**src/rtl/adc_tc_pkg.sv**
```systemverilog
package adc_tc_pkg;

  localparam logic [7:0] MODE_SW_POLL   = 8'h01;
  localparam logic [7:0] MODE_PACER_IRQ = 8'h06;
  localparam logic [7:0] MODE_PACER_DMA = 8'h02;

  typedef struct packed {
    logic sw_en;
    logic pacer_en;
    logic irq_en;
    logic dma_en;
  } mode_cfg_t;

  function automatic mode_cfg_t decode_mode(input logic [7:0] m);
    mode_cfg_t c;
    c = '0;
    case (m)
      MODE_SW_POLL:   c.sw_en = 1'b1;
      MODE_PACER_IRQ: begin c.pacer_en = 1'b1; c.irq_en = 1'b1; end
      MODE_PACER_DMA: begin c.pacer_en = 1'b1; c.dma_en = 1'b1; end
      default:        c = '0;
    endcase
    return c;
  endfunction

endpackage

```
**src/rtl/adc_tc_regs.sv**
```systemverilog
module adc_tc_regs #(
  parameter int ADDR_W    = 4,
  parameter int DATA_W    = 12,
  parameter int READY_BIT = 4,
  parameter logic [ADDR_W-1:0] OFS_MODE = 'hB,
  parameter logic [ADDR_W-1:0] OFS_TRIG = 'hC,
  parameter logic [ADDR_W-1:0] OFS_STAT = 'h5,
  parameter logic [ADDR_W-1:0] OFS_DLO  = 'h4
) (
  input  logic              clk,
  input  logic              rst,
  input  logic [ADDR_W-1:0] bus_addr,
  input  logic              bus_wr,
  input  logic [7:0]        bus_wdata,
  input  logic              bus_rd,
  output logic [7:0]        bus_rdata,
  input  logic [DATA_W-1:0] conv_data,
  input  logic              busy,
  output logic [7:0]        mode_q,
  output logic              sw_trig,
  output logic              data_rd
);
  localparam int HI_W = DATA_W - 8;

  logic trig_hit;
  logic trig_hit_q;
  logic [7:0] stat_byte;
  logic [7:0] rd_mux;

  assign trig_hit = bus_wr && (bus_addr == OFS_TRIG);
  assign sw_trig  = trig_hit && !trig_hit_q;
  assign data_rd  = bus_rd && (bus_addr == OFS_DLO);

  always_comb begin
    stat_byte = '0;
    stat_byte[HI_W-1:0] = conv_data[DATA_W-1:8];
    stat_byte[READY_BIT] = busy;
  end

  always_comb begin
    if (bus_addr == OFS_DLO)       rd_mux = conv_data[7:0];
    else if (bus_addr == OFS_STAT) rd_mux = stat_byte;
    else                           rd_mux = '0;
  end

  always_ff @(posedge clk) begin
    if (rst) begin
      mode_q     <= '0;
      trig_hit_q <= 1'b0;
      bus_rdata  <= '0;
    end else begin
      trig_hit_q <= trig_hit;
      if (bus_wr && (bus_addr == OFS_MODE)) mode_q <= bus_wdata;
      if (bus_rd) bus_rdata <= rd_mux;
    end
  end
endmodule

```
**src/rtl/adc_tc_trig.sv**
```systemverilog
module adc_tc_trig (
  input  logic clk,
  input  logic rst,
  input  logic sw_en,
  input  logic pacer_en,
  input  logic sw_trig,
  input  logic pacer_tick,
  input  logic conv_done,
  output logic conv_start,
  output logic busy,
  output logic done_evt
);
  logic req;
  logic accept;

  assign req      = (sw_en && sw_trig) || (pacer_en && pacer_tick);
  assign accept   = req && !busy;
  assign done_evt = busy && conv_done;

  always_ff @(posedge clk) begin
    if (rst) begin
      conv_start <= 1'b0;
      busy       <= 1'b0;
    end else begin
      conv_start <= accept;
      if (accept)        busy <= 1'b1;
      else if (done_evt) busy <= 1'b0;
    end
  end
endmodule

```
**src/rtl/adc_tc_notify.sv**
```systemverilog
module adc_tc_notify (
  input  logic clk,
  input  logic rst,
  input  logic irq_en,
  input  logic dma_en,
  input  logic done_evt,
  input  logic data_rd,
  input  logic dma_ack,
  output logic irq,
  output logic dma_req
);
  always_ff @(posedge clk) begin
    if (rst) begin
      irq     <= 1'b0;
      dma_req <= 1'b0;
    end else begin
      if (!irq_en)       irq <= 1'b0;
      else if (done_evt) irq <= 1'b1;
      else if (data_rd)  irq <= 1'b0;

      if (!dma_en)       dma_req <= 1'b0;
      else if (done_evt) dma_req <= 1'b1;
      else if (dma_ack)  dma_req <= 1'b0;
    end
  end
endmodule

```
**src/rtl/adc_tc_top.sv**
```systemverilog
module adc_tc_top #(
  parameter int ADDR_W    = 4,
  parameter int DATA_W    = 12,
  parameter int READY_BIT = 4,
  parameter logic [ADDR_W-1:0] OFS_MODE = 'hB,
  parameter logic [ADDR_W-1:0] OFS_TRIG = 'hC,
  parameter logic [ADDR_W-1:0] OFS_STAT = 'h5,
  parameter logic [ADDR_W-1:0] OFS_DLO  = 'h4
) (
  input  logic              clk,
  input  logic              rst,
  input  logic [ADDR_W-1:0] bus_addr,
  input  logic              bus_wr,
  input  logic [7:0]        bus_wdata,
  input  logic              bus_rd,
  output logic [7:0]        bus_rdata,
  input  logic              pacer_tick,
  input  logic [DATA_W-1:0] conv_data,
  input  logic              conv_done,
  output logic              conv_start,
  input  logic              dma_ack,
  output logic              irq,
  output logic              dma_req
);
  import adc_tc_pkg::*;

  logic [7:0] mode_q;
  logic       sw_trig;
  logic       data_rd;
  logic       busy;
  logic       done_evt;
  mode_cfg_t  cfg;

  assign cfg = decode_mode(mode_q);

  adc_tc_regs #(
    .ADDR_W(ADDR_W), .DATA_W(DATA_W), .READY_BIT(READY_BIT),
    .OFS_MODE(OFS_MODE), .OFS_TRIG(OFS_TRIG),
    .OFS_STAT(OFS_STAT), .OFS_DLO(OFS_DLO)
  ) u_regs (
    .clk(clk), .rst(rst), .bus_addr(bus_addr), .bus_wr(bus_wr),
    .bus_wdata(bus_wdata), .bus_rd(bus_rd), .bus_rdata(bus_rdata),
    .conv_data(conv_data), .busy(busy), .mode_q(mode_q),
    .sw_trig(sw_trig), .data_rd(data_rd)
  );

  adc_tc_trig u_trig (
    .clk(clk), .rst(rst), .sw_en(cfg.sw_en), .pacer_en(cfg.pacer_en),
    .sw_trig(sw_trig), .pacer_tick(pacer_tick), .conv_done(conv_done),
    .conv_start(conv_start), .busy(busy), .done_evt(done_evt)
  );

  adc_tc_notify u_notify (
    .clk(clk), .rst(rst), .irq_en(cfg.irq_en), .dma_en(cfg.dma_en),
    .done_evt(done_evt), .data_rd(data_rd), .dma_ack(dma_ack),
    .irq(irq), .dma_req(dma_req)
  );
endmodule

```
**config.mk**
```make
export PLATFORM = sky130hd
export DESIGN_NAME = adc_tc_top
export DESIGN_NICKNAME = d
export VERILOG_FILES = /design/src/rtl/adc_tc_pkg.sv /design/src/rtl/adc_tc_regs.sv /design/src/rtl/adc_tc_trig.sv /design/src/rtl/adc_tc_notify.sv /design/src/rtl/adc_tc_top.sv
export SDC_FILE = /design/constraint.sdc
export NUM_CORES = 1
export LEC_CHECK = 0
export BUFFER_PORTS_ARGS = -buffer_cell sky130_fd_sc_hd__buf_2
export CAP_MARGIN = 20
export CORE_ASPECT_RATIO = 0.8
export CORE_UTILIZATION = 47
export CTS_BUF_LIST = sky130_fd_sc_hd__clkbuf_8
export CTS_CLUSTER_DIAMETER = 80
export DETAILED_ROUTE_END_ITERATION = 8
export GPL_TIMING_DRIVEN = 1
export PLACE_DENSITY_LB_ADDON = 0.08
export SETUP_SLACK_MARGIN = 0.4
export SLEW_MARGIN = 10
export SYNTH_ARGS = -nofsm -noshare
export SYNTH_HDL_FRONTEND = slang
export SYNTH_SLANG_ARGS = --single-unit
```
**constraint.sdc**
```tcl
create_clock -name clk -period 2 [get_ports clk]
set_clock_uncertainty 0.1 [all_clocks]
set_input_delay 0.1 -clock clk [delete_from_list [all_inputs] [get_ports clk]]
set_output_delay 0.1 -clock clk [all_outputs]
set_load 0.005 [all_outputs]
```
==> results.py, run 1 <==
metrics = {
    "global_route": {
        "grt_usage_pct": 23.3,
        "grt_pass1_vias": 759,
        "grt_max_degree": 20,
        "grt-ovfl-total": 0,
        "grt_pass1_wl_um": 3310,
        "antenna_found_initial": 0,
    },
    "detailed_routing": {
        "drc": 0,
        "drt_iter0_drc": 14,
        "num_vias": 894,
        "avgRoutedWirePerCell_um": 13.6,
        "highest_layer": "met4",
        "dr_wl_met2_um": 1060,
        "via_per_inst": 5.55,
        "final_antenna_net_count": 0,
        "drt-met1-wl_um": 1000,
        "drt_pass1_iterations": 5,
        "met3_wirelength_um": 102,
        "drt-total-wl_um": 2190,
    },
    "synthesis": {
        "synth_nets": 127,
        "ys_ff_latch": 21,
        "syn_area_um2": 881,
        "synth_top_family_by_area": "compound AO/OA/AOI/OAI gates",
        "synth_xor_area_share_pct": 0,
        "syn_inst": 96,
        "yosysWarnings": 0,
        "yosysUniqueCellTypes": 26,
        "synthAdderAreaFrac_pct": 0,
        "synthSimpleGateAreaFrac_pct": 22.6,
        "synth_compound_area_share_pct": 25.6,
        "avgSynthCellArea_um2": 9.18,
        "synth_mux_area_share_pct": 0,
        "ys_seq_area_share_pct": 47.7,
    },
    "cts": {
        "cts_buffers": 3,
        "tritoncts": "built",
        "clk_latency_ns": 0.26,
        "cts.path.max_buffers": 2,
        "htreeDepth": 1,
        "postCtsHoldBufs": 4,
        "cts_num_sinks": 21,
        "ctsResizeCount": 0,
        "cts_setup_buffers": 0,
        "clk_pin_slew_worst_paths_ns": 0.08,
        "cts_root_buf": "clkbuf_8",
    },
    "power_and_ir_drop": {
        "power_frac_seq_pct": 54.3,
        "combPwrFrac_pct": 10.0,
        "cellPowerDensity_nw_per_um2": 665,
        "p_switching_w": 0.000183,
        "max-vdd-ir-drop_v": 0.000648,
        "p_sw_share_pct": 23.4,
        "finalPower_w": 0.000782,
        "leakage_nw": 0.474,
        "p_int_w": 0.000598,
        "power_frac_clock_pct": 35.7,
    },
    "critical_path": {
        "crit_chain": "or4b_1 > o31a_1 > o31ai_2",
        "cpMaxStageDelayCell": "or4b_1",
        "cp.required_ns": 2.08,
        "startpoint_type": "register",
        "cpLargestDelayFamily": "simple AND/OR/NAND/NOR gates",
        "critPathKind": "reg -> reg",
        "endpoint_kind": "register",
        "cp_num_buf_inv": 0,
        "critPathArrivalTime_ns": 1.58,
        "timing.reg2reg.setup_slack_ns": 0.50,
        "worstPathMaxFanout": 4,
        "slowest_delay_ns": 0.50,
    },
    "sta": {
        "period_minus_slack_ns": 1.50,
        "setup_viol": 0,
        "fin_ws_ns": 0.500,
        "final_hold_viol_count": 1,
        "drv_slew": 0,
        "fin_crit_sh_pct": 75.0,
        "relSlewSlack_pct": 76.4,
        "rsz0062_at_grt": "false",
        "whs_ns": -0.00188,
        "fmax_mhz": 667,
        "worst_slew_pin_slew_ns": 0.353,
        "tns_ns": 0,
    },
    "layout": {
        "area_growth_pct": 33.4,
        "drive_gt1_share_pct": 34.5,
        "antenna_cells": 0,
        "fill_cells": 151,
        "multi_input_area_um2": 424,
        "register_area_um2": 420,
        "final_nets": 171,
        "layoutNonFillerInstCount": 161,
    },
    "die": {
        "boundaryPins": 42,
        "row_count": 13,
        "initial_core_util_pct": 52.1,
        "die-area_um2": 2050,
        "die_y_um": 40.7,
        "core_area_um2": 1690,
        "die_w_um": 50.4,
    },
    "placed_design": {
        "hpwlAfterDp_um": 1550,
        "place_ws_ns": 0.526,
        "port-buffer-count": 41,
        "globalplace.congestion": 0.720,
        "dp_cells": 153,
    },
    "outcome": {
        "violations": "negative hold slack",
        "status": "finished with violations",
    },
    "flow_run": {
        "max-cap-violations": 0,
    },
    "hold_path": {
        "hp-class": "in -> reg",
    },
}
-- Yosys cell counts, drive strengths merged --
cell type  count  area (um^2)
nand2          3         11.3
nand2b         1         6.26
nor4           1         6.26
and4           1         8.76
a2111oi        2         18.8
and4bb         1         12.5
nand4b         1         8.76
a21bo          1         10.0
nor3           2         10.0
a21oi         13         65.1
o31ai          1         12.5
a32oi          8         70.1
nand3b         9         67.6
dfxtp         21          420
inv            3         11.3
or2b           1         7.51
buf            2         10.0
clkbuf         4         15.0
nand4          1         6.26
nor2           5         18.8
o21ai          8         40.0
o31a           1         8.76
nand3          5         25.0
or4b           1         10.0
-- kinds of logic after synthesis --
kind of cell | after synthesis
AO/OA/AOI/OAI | 34
AND/OR/NAND/NOR | 32
buffers and inverters | 9
flip-flops | 21
-- worst reg2reg max path, delay by kind of cell (launching register included) --
kind	cells	cell delay, ns
DFF	1	0.34
and+or+nand+nor	1	0.50
AOI/OAI and AO/OA	2	0.48
-- sequential cells by signal (all words and copies together) (netlist names) --
register and cells:
u_notify.dma_req 1, u_regs.bus_rdata 8, u_regs.trig_hit_q 1, u_notify.irq 1, u_trig.conv_start 1, u_regs.mode_q 8
u_trig.busy 1
-- power groups by stage --
stage | sequential, W | clock, W | combinational (W)
2_1_floorplan | 0.000434 | 0 | 0.0000310
3_3_place_gp | 0.000434 | 0 | 0.0000686
3_5_place_dp | 0.000434 | 0 | 0.0000714
4_1_cts | 0.000425 | 0.000278 | 0.0000776
5_1_grt | 0.000425 | 0.000296 | 0.0000859
6_report | 0.000424 | 0.000279 | 0.0000785
-- area by class of cell --
| class | count | area share [%] |
|---|---|---|
| Multi-Input combinational cell | 66 | 36.1 |
| Clock buffer | 3 | 3.51 |
| Sequential cell | 21 | 35.8 |
| Clock inverter | 1 | 0.426 |
| Timing Repair Buffer | 45 | 20.9 |
| Tap cell | 22 | 2.34 |
| Inverter | 3 | 0.958 |
-- path summary, 6_finish.rpt --
check	startpoint	endpoint	cells after the start
setup reg to reg	u_regs.mode_q[2]$_SDFFE_PP0P_	u_trig.busy$_SDFFE_PP0P_	3
setup / recovery	u_regs.mode_q[2]$_SDFFE_PP0P_	u_trig.busy$_SDFFE_PP0P_	3
hold / removal	bus_wdata[5]	u_regs.mode_q[5]$_SDFFE_PP0P_	3
hold reg to reg	u_regs.mode_q[3]$_SDFFE_PP0P_	u_regs.mode_q[3]$_SDFFE_PP0P_	2
-- stage by stage --
stage,instance area (um^2),util [%]
after floorplan,881,-
after global placement,1090,64.3
after detailed placement,1090,64.3
after CTS,1170,69.5
after global routing,1170,69.5
final,1170,69.5
-- metal layers --
layer	up-vias	track usage, %
li1	454	-
met5	-	0
met2	23	44.0
met3	4	8.15
met1	413	25.3
met4	0	8.33
-- layout by cell type (no fill, tap or decap) --
cell type | netlist | final
nand3_1 | 5 | 5
or4b_1 | 1 | 1
nor4_1 | 1 | 1
dfxtp_1 | 21 | 21
and4_1 | 1 | 1
a21oi_1 | 13 | 13
o21ai_0 | 8 | 8
nand4_1 | 1 | 1
a32oi_1 | 8 | 8
a21bo_1 | 1 | 1
clkbuf_8 | 0 | 3
and4bb_2 | 1 | 1
buf_2 | 2 | 41
clkinv_2 | 0 | 1
nor2_1 | 5 | 5
inv_1 | 2 | 2
nor3_1 | 2 | 2
a2111oi_1 | 1 | 1
nand2_1 | 3 | 3
a2111oi_0 | 1 | 1
or2b_1 | 1 | 1
dlygate4sd3_1 | 0 | 4
o31a_1 | 1 | 1
nand2b_1 | 1 | 1
nand3b_1 | 9 | 9
inv_2 | 1 | 1
nand4b_1 | 1 | 1
o31ai_2 | 1 | 1
(Power assumes the default switching activity.)
==> run 2, diff against run 1 <==
--- a/config.mk
+++ b/config.mk
@@ -5,10 +5,11 @@
 export SDC_FILE = /design/constraint.sdc
 export NUM_CORES = 1
 export LEC_CHECK = 0
+export ABC_AREA = 1
 export BUFFER_PORTS_ARGS = -buffer_cell sky130_fd_sc_hd__buf_2
 export CAP_MARGIN = 20
 export CORE_ASPECT_RATIO = 0.8
-export CORE_UTILIZATION = 47
+export CORE_UTILIZATION = 43
 export CTS_BUF_LIST = sky130_fd_sc_hd__clkbuf_8
 export CTS_CLUSTER_DIAMETER = 80
 export DETAILED_ROUTE_END_ITERATION = 8
==> constraint.sdc (replaced) <==
create_clock -name clk -period 1.3 [get_ports clk]
set_clock_uncertainty 0.1 [all_clocks]
set_input_delay 0.065 -clock clk [delete_from_list [all_inputs] [get_ports clk]]
set_output_delay 0.065 -clock clk [all_outputs]
set_load 0.005 [all_outputs]
==> run 2 against run 1 <==
The run now ends clean. Die area increased by 12%. Routed wire length increased by 12%. Combinational power rose by 140%. Critical path depth increased by 6. Synthesized area is 3.3% higher. First-iteration DRC count grew 64%. Total power grew 63%. Sequential share of layout area is 7.5 points lower. Core utilization up 9.6 points. Maximum frequency is 37% higher. Critical endpoint unchanged. Largest cell class unchanged. Largest power group unchanged.
==> results.py, run 2 <==
metrics = {
    "outcome": {
        "status": "completed",
    },
    "die": {
        "die-area_um2": 2300,
        "core_area_um2": 1930,
        "die_y_um": 43.1,
        "row_count": 14,
        "die_w_um": 53.4,
        "boundaryPins": 42,
        "initial_core_util_pct": 47.2,
    },
    "synthesis": {
        "yosys.area.top_type": "dfxtp_1",
        "ys_seq_area_share_pct": 46.2,
        "yosys-top-cells-count": "a21oi_1, dfxtp_1, nand2_1, inv_1, nor2_1",
        "syn_inst": 125,
        "synth_nets": 156,
        "synthFlopType": "dfxtp_1",
        "netlist.area_leader.share_pct": 46.2,
        "avgSynthCellArea_um2": 7.28,
        "yosysMostFrequentCell": "a21oi_1",
        "ys_ff_latch": 21,
        "async_flop_share_pct": 0,
        "yosysUniqueCellTypes": 17,
        "synth_edf_count": 0,
        "synth.area.top_cells": "dfxtp_1, a21oi_1, nand2_1, inv_1, nor2_1",
        "yosysWarnings": 0,
        "syn_area_um2": 910,
    },
    "power_and_ir_drop": {
        "max-vdd-ir-drop_v": 0.000747,
        "cellPowerDensity_nw_per_um2": 835,
        "leakage_nw": 0.689,
    },
    "layout": {
        "final_nets": 226,
        "register_area_um2": 430,
        "multi_input_area_um2": 477,
        "final_common_cell": "buf_2",
        "final_cell_mix": "buf_2, dlygate4sd3_1, a21oi_1, nand2_1, inv_1",
        "fill_cells": 134,
        "drive_gt1_share_pct": 44.8,
        "area_growth_pct": 67.5,
        "reg_top3": "u_regs.bus_rdata x8, u_regs.mode_q x8",
        "stdcell_area_um2": 1520,
        "antenna_cells": 0,
    },
    "global_route": {
        "grt_usage_pct": 24.2,
        "grt-ovfl-total": 0,
        "antenna_found_initial": 0,
        "grt_pass1_vias": 950,
        "grt_max_degree": 17,
        "grt_pass1_wl_um": 4010,
    },
    "flow_run": {
        "max-cap-violations": 0,
    },
    "cts": {
        "cts_buffers": 3,
        "clk_latency_ns": 0.26,
        "tritoncts": "built",
        "htreeDepth": 1,
        "cts_num_sinks": 21,
        "cts_root_buf": "clkbuf_8",
        "cts.path.max_buffers": 2,
        "clk_pin_slew_worst_paths_ns": 0.08,
    },
    "detailed_routing": {
        "avgRoutedWirePerCell_um": 11.3,
        "via_per_inst": 4.82,
        "drt_pass1_iterations": 4,
        "drt_iter0_drc": 23,
        "drt-total-wl_um": 2460,
        "final_antenna_net_count": 0,
        "num_vias": 1050,
        "drc": 0,
    },
    "placed_design": {
        "hpwlAfterDp_um": 1580,
        "post_dp_cell_area_um2": 1130,
        "globalplace.congestion": 0.708,
        "port-buffer-count": 41,
    },
    "sta": {
        "fin_crit_sh_pct": 84.4,
        "drv_slew": 0,
        "relSlewSlack_pct": 81.6,
        "final_hold_viol_count": 0,
        "setup_viol": 0,
        "fmax_mhz": 911,
        "tns_ns": 0,
        "period_minus_slack_ns": 1.10,
        "worst_slew_pin_slew_ns": 0.276,
        "rsz0062_at_grt": "true",
    },
    "critical_path": {
        "cp.required_ns": 1.40,
        "slowest_delay_ns": 0.32,
        "startpoint_type": "register",
        "critPathKind": "reg -> reg",
        "endpoint_kind": "register",
        "crit_chain": "inv_2 > nand2_2 > nor2_4 > nand2_2 > nand2_1 > nand2_1 > nand2_1 > nand2_1 > nand2_1",
        "cpMaxStageDelayCell": "dfxtp_2",
        "crit_path_frequent_cell": "nand2_1",
        "critPathArrivalTime_ns": 1.20,
        "worstPathMaxFanout": 3,
    },
    "hold_path": {
        "hp-class": "in -> reg",
    },
}
[run 2: cell count changes after synthesis, sizes merged, moves of 2 or more]
cell and delta:
nand2 +18, inv +16, a21oi +10, nor2 +10, a32oi -8, nand3b -7, clkbuf -3, nand3 +3
a2111oi -2
[run 2: metrics by stage]
| stage | hold slack, ns | utilization, % | total power (W) | setup WS [ns] | cells |
|---|---|---|---|---|---|
| finish | 0.0102 | 79.1 | 0.00127 | 0.203 | 218 |
| global route | 0.0326 | 79.1 | 0.00133 | 0.146 | 218 |
| CTS | 0.00644 | 74.1 | 0.00127 | 0.177 | 217 |
| detailed placement | 0.221 | 58.6 | 0.000787 | 0.140 | 187 |
| global placement | 0.213 | 58.6 | 0.000784 | 0.184 | 187 |
| floorplan | 0.0439 | - | 0.000723 | 0.325 | 125 |
[run 2: critical path: cells and delay by family (launching register included)]
| kind | cells | cell delay (ns) |
|---|---|---|
| DFF | 1 | 0.32 |
| and+or+nand+nor | 8 | 0.56 |
| buffers and inverters | 1 | 0.05 |
[run 2: cell families (layout without fill, tap and decap cells)]
| group | after synthesis | in the layout | synth area share [%] |
|---|---|---|---|
| and+or+nand+nor | 51 | 51 | 26.8 |
| AOI/OAI and AO/OA | 31 | 31 | 17.1 |
| buffers and inverters | 22 | 91 | 9.90 |
| DFF | 21 | 21 | 46.2 |
[run 2: metal layers]
metal	part of all wire (%)	track usage, %
met1	47	32.4
met5	0	0
met4	0.37	4.74
met2	46	38.8
met3	6.8	6.45
[run 2: path summary, 6_finish.rpt]
check / start / endpoint / slack (ns) / cells after the start
max reg2reg: u_regs.mode_q[6]$_SDFFE_PP0P_ / u_trig.busy$_SDFFE_PP0P_ / 0.20 / 9
min reg2reg: u_regs.mode_q[7]$_SDFFE_PP0P_ / u_regs.mode_q[7]$_SDFFE_PP0P_ / 0.36 / 2
min: bus_wdata[2] / u_regs.mode_q[2]$_SDFFE_PP0P_ / 0.01 / 3
max: u_regs.mode_q[6]$_SDFFE_PP0P_ / u_trig.busy$_SDFFE_PP0P_ / 0.20 / 9
[run 2: area by class of cell]
type / instances / area share [%]
inverters: 19 / 4.68
clock buffers: 3 / 2.71
multi-input cells: 82 / 31.3
well taps: 24 / 1.97
clock inverters: 1 / 0.328
flip-flops and latches: 21 / 28.2
repair buffers: 68 / 30.8
[run 2: report_power, final]
| part | switching [W] | internal (W) |
|---|---|---|
| clock network | 0.000211 | 0.000213 |
| registers | 0.00000441 | 0.000653 |
| logic | 0.0000887 | 0.000102 |
| total | 0.000305 | 0.000968 |
[run 2: timing repair]
action | 4_1_cts | 5_1_grt
resized for setup | 1 | 35
hold endpoints to repair | 17 | 0
pin swaps | 2 | 12
buffers inserted | 5 | 1
setup endpoints to repair | 4 | 23
hold buffers | 21 | 0
==> run 3, diff against run 2 <==
--- a/config.mk
+++ b/config.mk
@@ -5,11 +5,11 @@
 export SDC_FILE = /design/constraint.sdc
 export NUM_CORES = 1
 export LEC_CHECK = 0
-export ABC_AREA = 1
+export ABC_AREA = 0
 export BUFFER_PORTS_ARGS = -buffer_cell sky130_fd_sc_hd__buf_2
 export CAP_MARGIN = 20
 export CORE_ASPECT_RATIO = 0.8
-export CORE_UTILIZATION = 43
+export CORE_UTILIZATION = 47
 export CTS_BUF_LIST = sky130_fd_sc_hd__clkbuf_8
 export CTS_CLUSTER_DIAMETER = 80
 export DETAILED_ROUTE_END_ITERATION = 8
==> constraint.sdc (replaced) <==
create_clock -name clk -period 1.05 [get_ports clk]
set_clock_uncertainty 0.1 [all_clocks]
set_input_delay 0.0525 -clock clk [delete_from_list [all_inputs] [get_ports clk]]
set_output_delay 0.0525 -clock clk [all_outputs]
set_load 0.005 [all_outputs]
==> run 3 against run 2 <==
The run now ends with negative hold slack, negative setup slack left. Core utilization increased by 11 points. Routed wire length increased by 32%. Via count decreased by 0.57%. Non-clock buffer count decreased by 7. Clock-buffer cell count unchanged. Worst hold slack got worse by 0.070 ns. Maximum frequency decreased by 30%. First-iteration DRC count increased by 74%. Clock power increased by 20%. Sequential power increased by 23%. Combinational power increased by 23%. Critical path depth decreased by 6. Largest power group unchanged.
==> results.py, run 3 (synthesis gave the netlist of run 1 again) <==
metrics = {
    "die": {
        "die_w_um": 50.4,
        "initial_core_util_pct": 52.1,
        "core_area_um2": 1690,
        "die_y_um": 40.7,
        "boundaryPins": 42,
        "row_count": 13,
        "die-area_um2": 2050,
    },
    "cts": {
        "cts_num_sinks": 21,
        "cts_root_buf": "clkbuf_8",
        "cts_buffers": 3,
        "clk_latency_ns": 0.26,
        "clk_pin_slew_worst_paths_ns": 0.07,
        "cts.path.max_buffers": 2,
        "htreeDepth": 1,
        "tritoncts": "built",
    },
    "detailed_routing": {
        "drt_iter0_drc": 40,
        "drt-total-wl_um": 3240,
        "via_per_inst": 5.90,
        "final_antenna_net_count": 0,
        "avgRoutedWirePerCell_um": 18.3,
        "drc": 0,
        "drt_pass1_iterations": 4,
        "num_vias": 1044,
    },
    "placed_design": {
        "globalplace.congestion": 0.743,
        "hpwlAfterDp_um": 1630,
        "place_ws_ns": -0.446,
        "port-buffer-count": 41,
        "post_dp_cell_area_um2": 1190,
    },
    "power_and_ir_drop": {
        "max-vdd-ir-drop_v": 0.00149,
        "power_frac_clock_pct": 32.8,
        "combPwrFrac_pct": 15.1,
        "leakage_nw": 0.611,
        "p_switching_w": 0.000374,
        "p_sw_share_pct": 24.0,
        "p_int_w": 0.00118,
        "power_frac_seq_pct": 52.1,
        "finalPower_w": 0.00156,
        "cellPowerDensity_nw_per_um2": 1030,
    },
    "layout": {
        "register_area_um2": 443,
        "final_cell_mix": "buf_2, dfxtp_2, buf_6, buf_4, a21oi_1",
        "stdcell_area_um2": 1520,
        "area_growth_pct": 72.2,
        "drive_gt1_share_pct": 68.4,
        "final_nets": 187,
        "final_common_cell": "buf_2",
        "reg_top3": "u_regs.bus_rdata x8, u_regs.mode_q x8",
        "antenna_cells": 0,
        "multi_input_area_um2": 552,
        "fill_cells": 90,
    },
    "sta": {
        "drv_slew": 0,
        "relSlewSlack_pct": 77.2,
        "fin_ws_ns": -0.512,
        "final_hold_viol_count": 11,
        "setup_viol": 4,
        "worst_slew_pin_slew_ns": 0.341,
        "tns_ns": -1.42,
        "fin_crit_sh_pct": 149,
        "fmax_mhz": 640,
        "period_minus_slack_ns": 1.56,
        "whs_ns": -0.0595,
        "rsz0062_at_grt": "true",
    },
    "critical_path": {
        "worstPathMaxFanout": 2,
        "rr_worst_depth": 3,
        "critPathArrivalTime_ns": 1.64,
        "startpoint_type": "register",
        "timing.reg2reg.setup_slack_ns": -0.51,
        "cp.required_ns": 1.13,
        "endpoint_kind": "register",
        "reg2reg_to": "u_trig.busy$_SDFFE_PP0P_",
        "worstSetupStartpoint": "u_regs.trig_hit_q$_SDFF_PP0_",
        "rr_startpoint": "u_regs.trig_hit_q$_SDFF_PP0_",
        "critPathKind": "reg -> reg",
    },
    "hold_path": {
        "hp-class": "in -> reg",
        "holdCritStartpoint": "conv_data[10]",
        "hold_depth": 3,
        "hold-path-endpoint": "u_regs.bus_rdata[2]$_SDFFE_PP0P_",
    },
    "global_route": {
        "grt-ovfl-total": 0,
        "grt_pass1_vias": 851,
        "antenna_found_initial": 0,
        "grt_usage_pct": 27.2,
        "grt_max_degree": 19,
        "grt_pass1_wl_um": 3890,
    },
    "outcome": {
        "violations": "negative hold slack, negative setup slack",
        "status": "finished with violations",
    },
    "flow_run": {
        "max-cap-violations": 0,
    },
}
==> run 3: changes by cell type in the layout (fill, tap and decap cells not counted), moves of 6 or more <==
cell	change
a21oi_1	-8
buf_2	-8
buf_4	+7
buf_6	+15
dfxtp_1	-10
dfxtp_2	+10
dlygate4sd3_1	-20
inv_1	-11
nand2_1	-12
nand2_2	-6
nand3b_1	+7
o21ai_0	-8
o21ai_2	+6
==> run 3: timing repair <==
action                                  in CTS  in global routing
buffers inserted                             5                  1
endpoints found under the setup margin      31                 31
gates cloned                                 1                  0
hold endpoints to repair                    16                 13
pin swaps                                   23                  7
resized for setup                           49                 19
==> run 3: how the worst max path moves through the flow <==
| stage | end | cells past startpoint |
|---|---|---|
| 2_1_floorplan | u_trig.busy$_SDFFE_PP0P_ | 3 |
| 3_5_place_dp | u_trig.busy$_SDFFE_PP0P_ | 3 |
| 4_1_cts | u_trig.busy$_SDFFE_PP0P_ | 3 |
| 3_3_place_gp | u_trig.busy$_SDFFE_PP0P_ | 3 |
| 6_report | u_trig.busy$_SDFFE_PP0P_ | 3 |
| 5_1_grt | u_trig.busy$_SDFFE_PP0P_ | 3 |
==> run 3: per-layer routing <==
metal,vias up,part of all wire [%],routed length (um),GRT usage [%]
li1,485,-,-,-
met1,481,38,1230,29.0
met2,66,53,1720,52.0
met3,12,6.7,218,8.52
met4,0,2.6,84,11.8
met5,-,0,0,0
==> run 3: through the flow <==
step / cells / utilization (%) / hold slack, ns
floorplan: 96 / - / 0.113
global placement: 166 / 70.1 / 0.219
detailed placement: 166 / 70.1 / 0.224
CTS: 176 / 83.1 / -0.0559
global route: 177 / 89.6 / -0.0624
finish: 177 / 89.6 / -0.0595
==> run 3: power by group through the flow <==
stage	registers, W	logic, W	clock network [W]
after global routing	0.000811	0.000246	0.000563
after global placement	0.000826	0.000159	0
final	0.000811	0.000235	0.000512
after floorplan	0.000827	0.0000657	0
after CTS	0.000810	0.000199	0.000509
after detailed placement	0.000827	0.000161	0
==> run 3: cell type report <==
cell class / instances / share of cell area (%)
Clock buffer: 3 / 2.72
Clock inverter: 1 / 0.248
Inverter: 3 / 0.743
Multi-Input combinational cell: 66 / 36.4
Sequential cell: 21 / 29.2
Tap cell: 22 / 1.82
Timing Repair Buffer: 61 / 28.9
==> run 3: worst max-delay path, stage by stage (launching register included) <==
cell and delay [ns]:
dfxtp_1 0.31, or4b_1 0.52, o31a_1 0.35, o31ai_2 0.19
